==> src/rtl/i2cm_pkg.sv <==
package i2cm_pkg;

    typedef enum logic [2:0] {
        ST_IDLE  = 3'd0,
        ST_START = 3'd1,
        ST_ADDR  = 3'd2,
        ST_DATA  = 3'd3,
        ST_ACK   = 3'd4,
        ST_STOP  = 3'd5,
        ST_PARK  = 3'd6
    } mst_state_t;

    localparam int BYTE_W = 8;
    localparam int ADDR_W = 7;

endpackage

==> src/rtl/i2cm_quarter_tick.sv <==
module i2cm_quarter_tick #(
    parameter int QUARTER = 4
) (
    input  logic clk,
    input  logic rst_n,
    input  logic run,
    output logic tick
);
    localparam int CW = (QUARTER > 1) ? $clog2(QUARTER) : 1;
    localparam logic [CW-1:0] LAST = CW'(QUARTER - 1);

    logic [CW-1:0] cnt_q;

    always_ff @(posedge clk or negedge rst_n) begin
        if (!rst_n) begin
            cnt_q <= '0;
        end else if (!run || cnt_q == LAST) begin
            cnt_q <= '0;
        end else begin
            cnt_q <= cnt_q + 1'b1;
        end
    end

    assign tick = run && (cnt_q == LAST);
endmodule

==> src/rtl/i2cm_hold_reg.sv <==
module i2cm_hold_reg #(
    parameter int W = 8
) (
    input  logic         clk,
    input  logic         rst_n,
    input  logic         load,
    input  logic [W-1:0] din,
    input  logic         take,
    output logic         full,
    output logic [W-1:0] dout
);
    always_ff @(posedge clk or negedge rst_n) begin
        if (!rst_n) begin
            full <= 1'b0;
            dout <= '0;
        end else begin
            if (take) full <= 1'b0;
            if (load) begin
                full <= 1'b1;
                dout <= din;
            end
        end
    end
endmodule

==> src/rtl/i2c_cmd_master.sv <==
module i2c_cmd_master
    import i2cm_pkg::*;
#(
    parameter int QUARTER = 4,
    parameter int CNT_W   = 8
) (
    input  logic             clk,
    input  logic             rst_n,
    input  logic             cmd_valid,
    input  logic             cmd_start,
    input  logic             cmd_stop,
    input  logic             cmd_read,
    input  logic [6:0]       cmd_addr,
    input  logic [CNT_W-1:0] cmd_count,
    input  logic             tx_wr,
    input  logic [7:0]       tx_byte,
    input  logic             rx_rd,
    output logic [7:0]       rx_byte,
    output logic             st_idle,
    output logic             st_rxrdy,
    output logic             st_txrdy,
    output logic             st_anak,
    output logic             scl_lo,
    output logic             sda_lo,
    input  logic             sda_in
);
    localparam logic [CNT_W-1:0] CNT_ONE = CNT_W'(1);

    mst_state_t        state_q;
    logic [1:0]        q_q;
    logic [2:0]        bit_q;
    logic [BYTE_W-1:0] shreg_q;
    logic [CNT_W-1:0]  cnt_q;
    logic              rd_q, stop_q, addr_ph_q, nak_q, anak_q;
    logic              tx_full, rx_full, tx_take, rx_load;
    logic [BYTE_W-1:0] tx_dout;
    logic              stall, run, adv, accept, bit_drv;

    // Stretch point: first quarter of a byte, holding register not serviced
    assign stall  = (state_q == ST_DATA) && (bit_q == 3'd7) && (q_q == 2'd0) &&
                    (rd_q ? rx_full : !tx_full);
    assign run    = (state_q != ST_IDLE) && (state_q != ST_PARK) && !stall;
    assign accept = cmd_valid && cmd_start &&
                    ((state_q == ST_IDLE) || (state_q == ST_PARK));

    i2cm_quarter_tick #(.QUARTER(QUARTER)) u_tick (
        .clk(clk), .rst_n(rst_n), .run(run), .tick(adv)
    );

    assign tx_take = adv && !rd_q && (state_q == ST_DATA) && (bit_q == 3'd7) && (q_q == 2'd0);
    assign rx_load = adv && rd_q && (state_q == ST_DATA) && (bit_q == 3'd0) && (q_q == 2'd3);

    i2cm_hold_reg #(.W(BYTE_W)) u_txh (
        .clk(clk), .rst_n(rst_n), .load(tx_wr && !tx_full), .din(tx_byte),
        .take(tx_take), .full(tx_full), .dout(tx_dout)
    );

    i2cm_hold_reg #(.W(BYTE_W)) u_rxh (
        .clk(clk), .rst_n(rst_n), .load(rx_load), .din(shreg_q),
        .take(rx_rd), .full(rx_full), .dout(rx_byte)
    );

    // Level the master places on SDA in the second quarter of a bit (1 = pull low)
    always_comb begin
        unique case (state_q)
            ST_ADDR: bit_drv = !shreg_q[7];
            ST_DATA: bit_drv = rd_q ? 1'b0 : !shreg_q[7];
            ST_ACK:  bit_drv = (addr_ph_q || !rd_q) ? 1'b0 : (cnt_q != '0);
            default: bit_drv = 1'b0;
        endcase
    end

    // State register and transfer bookkeeping
    always_ff @(posedge clk or negedge rst_n) begin
        if (!rst_n) begin
            state_q   <= ST_IDLE;
            q_q       <= 2'd0;
            bit_q     <= 3'd7;
            shreg_q   <= '0;
            cnt_q     <= '0;
            rd_q      <= 1'b0;
            stop_q    <= 1'b0;
            addr_ph_q <= 1'b0;
            nak_q     <= 1'b0;
            anak_q    <= 1'b0;
        end else if (accept) begin
            state_q   <= ST_START;
            q_q       <= (state_q == ST_IDLE) ? 2'd1 : 2'd0;
            bit_q     <= 3'd7;
            shreg_q   <= {cmd_addr, cmd_read};
            cnt_q     <= cmd_count;
            rd_q      <= cmd_read;
            stop_q    <= cmd_stop;
            addr_ph_q <= 1'b1;
            anak_q    <= 1'b0;
        end else if (adv) begin
            q_q <= q_q + 2'd1;
            unique case (state_q)
                ST_START: if (q_q == 2'd3) state_q <= ST_ADDR;
                ST_ADDR: begin
                    if (q_q == 2'd3) begin
                        shreg_q <= shreg_q << 1;
                        bit_q   <= bit_q - 3'd1;
                        if (bit_q == 3'd0) state_q <= ST_ACK;
                    end
                end
                ST_DATA: begin
                    if (q_q == 2'd0 && bit_q == 3'd7 && !rd_q) shreg_q <= tx_dout;
                    if (q_q == 2'd2 && rd_q) shreg_q <= {shreg_q[6:0], sda_in};
                    if (q_q == 2'd3) begin
                        if (!rd_q) shreg_q <= shreg_q << 1;
                        bit_q <= bit_q - 3'd1;
                        if (bit_q == 3'd0) begin
                            state_q <= ST_ACK;
                            cnt_q   <= cnt_q - CNT_ONE;
                        end
                    end
                end
                ST_ACK: begin
                    if (q_q == 2'd2) nak_q <= sda_in;
                    if (q_q == 2'd3) begin
                        addr_ph_q <= 1'b0;
                        bit_q     <= 3'd7;
                        if (addr_ph_q && nak_q) begin
                            anak_q  <= 1'b1;
                            state_q <= ST_STOP;
                        end else if (cnt_q == '0) begin
                            state_q <= stop_q ? ST_STOP : ST_PARK;
                        end else begin
                            state_q <= ST_DATA;
                        end
                    end
                end
                ST_STOP: if (q_q == 2'd3) state_q <= ST_IDLE;
                default: ;
            endcase
        end
    end

    // Registered pin drivers derived from state and quarter
    always_ff @(posedge clk or negedge rst_n) begin
        if (!rst_n) begin
            scl_lo <= 1'b0;
            sda_lo <= 1'b0;
        end else begin
            unique case (state_q)
                ST_IDLE: begin
                    scl_lo <= 1'b0;
                    sda_lo <= 1'b0;
                end
                ST_START: begin
                    scl_lo <= (q_q == 2'd0);
                    sda_lo <= (q_q >= 2'd2);
                end
                ST_ADDR, ST_DATA, ST_ACK: begin
                    scl_lo <= (q_q < 2'd2);
                    if (q_q == 2'd1) sda_lo <= bit_drv;
                end
                ST_STOP: begin
                    scl_lo <= (q_q < 2'd2);
                    if (q_q == 2'd1) sda_lo <= 1'b1;
                    if (q_q == 2'd3) sda_lo <= 1'b0;
                end
                ST_PARK: scl_lo <= 1'b1;
                default: scl_lo <= 1'b0;
            endcase
        end
    end

    assign st_idle  = (state_q == ST_IDLE) && !scl_lo && !sda_lo;
    assign st_rxrdy = rx_full;
    assign st_txrdy = !tx_full;
    assign st_anak  = anak_q;

    AST_SDA_ONLY_WHEN_SCL_LOW: assert property (@(posedge clk) disable iff (!rst_n)
        (!scl_lo && !$past(scl_lo) && $past(state_q) != ST_START && $past(state_q) != ST_STOP)
        |-> $stable(sda_lo));
    AST_ADDR_NAK_STOPS: assert property (@(posedge clk) disable iff (!rst_n)
        (state_q == ST_ACK && addr_ph_q && q_q == 2'd3 && adv && nak_q && !accept)
        |=> (state_q == ST_STOP && anak_q));
    AST_TX_STRETCH: assert property (@(posedge clk) disable iff (!rst_n)
        (stall && !rd_q) |=> scl_lo);
    AST_RX_NO_OVERWRITE: assert property (@(posedge clk) disable iff (!rst_n)
        rx_load |-> !rx_full);
    AST_RX_STRETCH: assert property (@(posedge clk) disable iff (!rst_n)
        (stall && rd_q) |=> scl_lo);
    AST_COUNT_NO_WRAP: assert property (@(posedge clk) disable iff (!rst_n)
        (state_q == ST_DATA) |-> (cnt_q != '0));
endmodule

==> config.mk <==
export PLATFORM = sky130hd
export DESIGN_NAME = i2c_cmd_master
export DESIGN_NICKNAME = d
export VERILOG_FILES = /design/src/rtl/i2cm_pkg.sv /design/src/rtl/i2cm_quarter_tick.sv /design/src/rtl/i2cm_hold_reg.sv /design/src/rtl/i2c_cmd_master.sv
export SDC_FILE = /design/constraint.sdc
export NUM_CORES = 1
export LEC_CHECK = 0
export ABC_AREA = 1
export CORE_AREA = 5 5 81 83
export CTS_CLUSTER_SIZE = 10
export DETAILED_ROUTE_END_ITERATION = 16
export DIE_AREA = 0 0 86 88
export DONT_BUFFER_PORTS = 1
export PLACE_DENSITY = 0.71
export SLEW_MARGIN = 10
export SYNTH_ARGS = -nofsm -noshare
export SYNTH_HDL_FRONTEND = slang
export SYNTH_SLANG_ARGS = --single-unit
==> constraint.sdc <==
create_clock -name clk -period 2.2 [get_ports clk]
set_clock_uncertainty 0.05 [all_clocks]
set_input_delay 0.22 -clock clk [delete_from_list [all_inputs] [get_ports clk]]
set_output_delay 0.22 -clock clk [all_outputs]
set_load 0.03 [all_outputs]
# After elaboration in Yosys (flattened, before gate mapping)
# Index checks and enable logic that the tools add are counted.
# classes
add_sub_neg	4
n_lt_le_gt_ge	2
n_eq_ne	20
mux	55
n_bitwise	1
n_reduce_logical	62
# ops
op	n
8-bit two-way mux	12
3-bit two-way mux	13
1-bit logical AND	23
1-bit two-way mux	20
3-bit inequality test (second input constant)	6
8-bit case mux with 2 select lines	1
4-bit AND reduction	4
2-bit nonzero test	8
3-bit equality test (second input constant)	4
3-bit case mux with 4 select lines	1
3-bit AND reduction	3
3-bit nonzero test	3
8-bit logical NOT	1
2-bit two-way mux	4
8-bit nonzero test	1
8-bit by 1-bit subtractor with 8-bit output (second input constant)	1
1-bit logical NOT	7
7-bit AND reduction	1
2-bit equality test (second input constant)	3
3-bit by 2-bit equality test with 1-bit output (second input constant)	2
3-bit logical NOT	2
3-bit by 1-bit inequality test with 1-bit output (second input constant)	2
1-bit case mux with 3 select lines	2
3-bit case mux with 2 select lines	1
other kinds (16)	19
# word_totals
regBits	51
input_bits	32
word_cells	161

# Depth between registers and ports, before layout
# logic_depth
ltp_word	13
ltp_mapped	11
depth_no_buf	11

# Hierarchy
# From an unflattened synthesis, not the netlist that was laid out.
# hier_totals
hier_cells	441
area_unflattened_um2	3106.7
# modules_own_cells
mod	n_inst	cells_per_inst	area_per_inst_um2	seq_area_each_um2
i2c_cmd_master	1	355	2334.7	779.5
i2cm_hold_reg	2	38	341.6	225.2
i2cm_quarter_tick	1	10	88.8	50.0

# Worst setup path before layout
# No wires, ideal clock.
# synth_path
path_kind	register to register
startpoint	register bit_q[0]
endpoint	register cnt_q[7]
t_arrival_ns	1.463
path_slack_ns	0.571
stages_incl_launch_ff	11
period_less_slack_ns	1.629
path_cell_list	dfstp_2 -> ha_1 -> nand2_1 -> nor2_1 -> nand3_1 -> nand3_2 -> nand2_4 -> nand2_4 -> inv_4 -> nand2_1 -> nand2_1
# synth_between
elab_chain_len	9
word_cells_on_any_way	11
# synth_lines
item	line_no	source
start: declaration	i2c_cmd_master.sv:31	logic [2:0] bit_q;
start signal: assignment	i2c_cmd_master.sv:103	bit_q <= bit_q - 3'd1;
start signal: assignment	i2c_cmd_master.sv:112	bit_q <= bit_q - 3'd1;
3-bit equality test	i2c_cmd_master.sv:40	assign stall = (state_q == ST_DATA) && (bit_q == 3'd7) && (q_q == 2'd0) &&
1-bit logical AND (3 in a row)	i2c_cmd_master.sv:40	
1-bit logical NOT	i2c_cmd_master.sv:42	assign run = (state_q != ST_IDLE) && (state_q != ST_PARK) && !stall;
1-bit logical AND	i2c_cmd_master.sv:42	
1-bit logical AND	i2cm_quarter_tick.sv:24	assign tick = run && (cnt_q == LAST);
2-bit nonzero test (no source line)	-	
4-bit AND reduction (no source line) *	-	
end signal: assignment	i2c_cmd_master.sv:91	cnt_q <= cmd_count;
end signal: assignment	i2c_cmd_master.sv:115	cnt_q <= cnt_q - CNT_ONE;
end: declaration	i2c_cmd_master.sv:33	logic [CNT_W-1:0] cnt_q;
# Every way passes the cells marked *; elsewhere a longest branch is shown, timed or not.
# A chain may end at the register's enable or synchronous reset.

# Final worst setup path
# layout_path
startpoint	register state_q[2]
endpoint	register cnt_q[1]
# layout_between
elab_chain_len	9
word_cells_on_any_way	20
# layout_lines
item	line_no	source
start: declaration	i2c_cmd_master.sv:29	mst_state_t state_q;
start signal: assignment	i2c_cmd_master.sv:128	state_q <= stop_q ? ST_STOP : ST_PARK;
3-bit by 2-bit equality test with 1-bit output	i2c_cmd_master.sv:40, i2c_cmd_master.sv:98	
1-bit logical AND (3 in a row)	i2c_cmd_master.sv:40	
1-bit logical NOT	i2c_cmd_master.sv:42	
1-bit logical AND	i2c_cmd_master.sv:42	
1-bit logical AND	i2cm_quarter_tick.sv:24	
2-bit nonzero test (no source line)	-	
4-bit AND reduction (no source line)	-	
# Several ways; a longest one is shown, not always the timed one.

==> flow_summary.json <==
{
  "num_vias": 2497,
  "viasPerCell": 5.03,
  "fin_crit_sh_pct": 88.3,
  "diodes": 0,
  "postRouteAntennaNets": 0,
  "drc_errors": 0,
  "die_w_um": 86,
  "hold_viol_final": 0,
  "r2r_start": "state_q[2]$_DFFE_PN0P_",
  "synth_fp_nets": 447,
  "clkLatencyLatePin_ps": 310,
  "max-cap-violations": 0,
  "rr_worst_depth": 9,
  "reg2reg_slack_ps": 260,
  "fillers": 557,
  "gp_congestion": 0.908,
  "clockBufferDepth": 2,
  "p_clk_share_pct": 17.0,
  "power.switching_mw": 1.85,
  "multi_input_area_mm2": 0.00151,
  "ys_types": 32,
  "synth.avg_cell_area_um2": 7.47,
  "drt-total-wl_um": 6960,
  "die_h_um": 88,
  "pwr_density_cell_mw_per_mm2": 1240,
  "slew_headroom_pct": 66.8,
  "cts_resized": 0,
  "cts_buffers": 5,
  "cts_root_buffer": "clkbuf_8",
  "grt_overflow_total": 0,
  "path_max_fanout": 25,
  "crit_path_end": "cnt_q[1]$_DFFE_PN0P_",
  "final.setup.tns_ps": 0,
  "grt_first_pass_wirelength_um": 11500,
  "synthTopCellsByArea": "dfrtp_1 (40%), nand2_1 (21%), nand3_1 (5.1%)",
  "critPathCaptureType": "flip-flop",
  "seqPwrFrac_pct": 40.3,
  "start_util_pct": 52.4,
  "syn2layout_area_growth_pct": 10.4,
  "setup_viol": 0,
  "netlist.area_leader.share_pct": 39.7,
  "synthesis.area_mm2": 0.00303,
  "whs_ps": 49.0,
  "grt_pass1_vias": 2423,
  "ys.flop_type": "dfrtp_1",
  "synth_most_common_cell": "nand2_1",
  "synthArstFlopShare_pct": 100,
  "tightest_slew_ps": 496,
  "crit_type": "flip-flop to flip-flop",
  "final_nets": 462,
  "drive_gt1_share_pct": 9.74,
  "grt_setup_unrepaired": "no",
  "status": "completed",
  "hpwl_um": 5070,
  "core_mm2": 0.00578,
  "synth_edf_count": 0,
  "top_level_ports": 46,
  "internal-power_mw": 2.29,
  "drt-pass1-iter-count": 4,
  "grt_max_degree": 52,
  "r2r-end": "cnt_q[1]$_DFFE_PN0P_",
  "maxSlewViolCount": 0,
  "std_cell_rows": 28,
  "min_period_ps": 1940,
  "gr-usage-all-layers_pct": 19.1,
  "seq_area_mm2": 0.00128,
  "p_leak_nw": 1.79,
  "required_ps": 2400,
  "fp.dieArea_mm2": 0.00757,
  "synth_common_cells": "nand2_1 (167), dfrtp_1 (48), inv_1 (38)",
  "first_iter_violations": 187,
  "synth_warnings": 0,
  "cts.htree.levels": 2,
  "power_frac_comb_pct": 42.7,
  "wl_per_cell_um": 14.0,
  "cts.reportedPaths.clkPinSlew_ps": 90,
  "startpoint_type": "flip-flop",
  "cts_tree": "done",
  "syn_inst": 405,
  "synth_largest_area_cell": "dfrtp_1",
  "hp-class": "primary input to flip-flop",
  "crit_start": "state_q[2]$_DFFE_PN0P_",
  "fmax_ghz": 0.515,
  "sw_frac_of_total_pct": 44.6,
  "port_buffers": 0,
  "seq_area_frac_synth_pct": 42.3,
  "arrival_ps": 2140,
  "cts.sinks": 51,
  "synth_seq_cells": 51,
  "grt_antenna_before_repair": 0,
  "ir_worst_vdd_uv": 544
}
[critical path, stage by stage (launching register included)]
cell and delay [ps]:
dfrtp_1 530, nand2_2 170, inv_2 80, nor2_8 120, nand3_4 300, nand2_4 260
nand2_4 130, inv_4 110, nand2_1 60, nand2_1 60
[power by group through the flow]
stage	combinational [mW]	clock, mW	sequential [mW]
final	1.77	0.702	1.67
after global routing	2.02	0.763	1.72
after CTS	1.76	0.723	1.67
after detailed placement	1.71	0	1.69
after global placement	1.66	0	1.67
after floorplan	1.44	0	1.59
[per-stage QoR]
stage	power (mW)	util (%)	setup slack [ps]	area (um2)	instances
3_5_place_dp	3.40	53.3	265	3080	476
5_1_grt	4.50	57.8	70.7	3340	496
3_3_place_gp	3.33	53.3	308	3080	476
4_1_cts	4.15	57.3	244	3310	493
2_1_floorplan	3.03	-	571	3030	405
6_report	4.14	57.8	258	3340	496
[state kept, by name, summed over array words and instances, names as in the netlist]
name and cells:
cnt_q 8, shreg_q 8, u_rxh.dout 8, u_txh.dout 8, bit_q 3, state_q 3
q_q 2, u_tick.cnt_q 2, addr_ph_q 1, nak_q 1, rd_q 1, scl_lo 1
sda_lo 1, st_anak 1, stop_q 1, u_rxh.full 1, u_txh.full 1
[worst min-delay path by stage]
stage / slack, ps / depth (start not counted) / endpoint / from
2_1_floorplan: -130 / 0 / addr_ph_q$_DFFE_PN0P_ / rst_n
3_3_place_gp: -120 / 0 / sda_lo$_DFFE_PN0P_ / rst_n
3_5_place_dp: -120 / 0 / sda_lo$_DFFE_PN0P_ / rst_n
4_1_cts: 3 / 1 / u_txh.dout[0]$_DFFE_PN0P_ / tx_byte[0]
5_1_grt: 70 / 2 / rd_q$_DFFE_PN0P_ / cmd_read
6_report: 50 / 2 / rd_q$_DFFE_PN0P_ / cmd_read
[layout make-up]
type | instances | area share (%)
timing repair buffer | 15 | 4.79
clock inverter | 2 | 1.16
inverter | 44 | 5.24
clock buffer | 6 | 2.47
multi-input combinational | 303 | 45.2
tap | 75 | 2.81
sequential | 51 | 38.3
[repair_timing]
item,4_1_cts,5_1_grt
setup buffers,0,0
endpoints found under the setup margin,0,0
hold endpoints to repair,58,3
hold buffers,9,3
[metal layers]
layer  routed length [um]  track usage (%)
met5                    0                0
met4                   47             4.17
met3                  354             4.14
met2                 3170             29.6
met1                 3390             27.6
[kinds of logic (layout without fill, tap and decap cells)]
group                    count (synthesis)  after routing  synth area share, %
AO/OA/AOI/OAI                           38             38                 6.70
XOR/XNOR                                 3              3                0.868
adder cells (fa/ha/maj)                 10             10                 4.13
buffers and inverters                   51             67                 7.81
flip-flops                              51             51                 42.3
multiplexers                             8              8                 2.98
AND/OR/NAND/NOR                        244            244                 35.2
[cells in the final DEF, fill, tap and decap left out, types with 2 or more instances in the layout]
| cell | instances |
|---|---|
| dfrtp_1 | 48 |
| nor2_1 | 25 |
| nand2_4 | 4 |
| nand4_1 | 4 |
| inv_2 | 3 |
| nand3_1 | 31 |
| inv_4 | 2 |
| o21ai_1 | 16 |
| nor2_8 | 2 |
| dlygate4sd3_1 | 11 |
| xor2_1 | 3 |
| dfstp_2 | 3 |
| ha_1 | 10 |
| inv_1 | 38 |
| clkbuf_8 | 6 |
| nor3_1 | 4 |
| a21oi_1 | 6 |
| buf_4 | 3 |
| nand2_1 | 167 |
| o21ai_0 | 12 |
| mux2_2 | 8 |
| nand2_2 | 2 |
No activity file was read; power rests on OpenSTA's default activity.
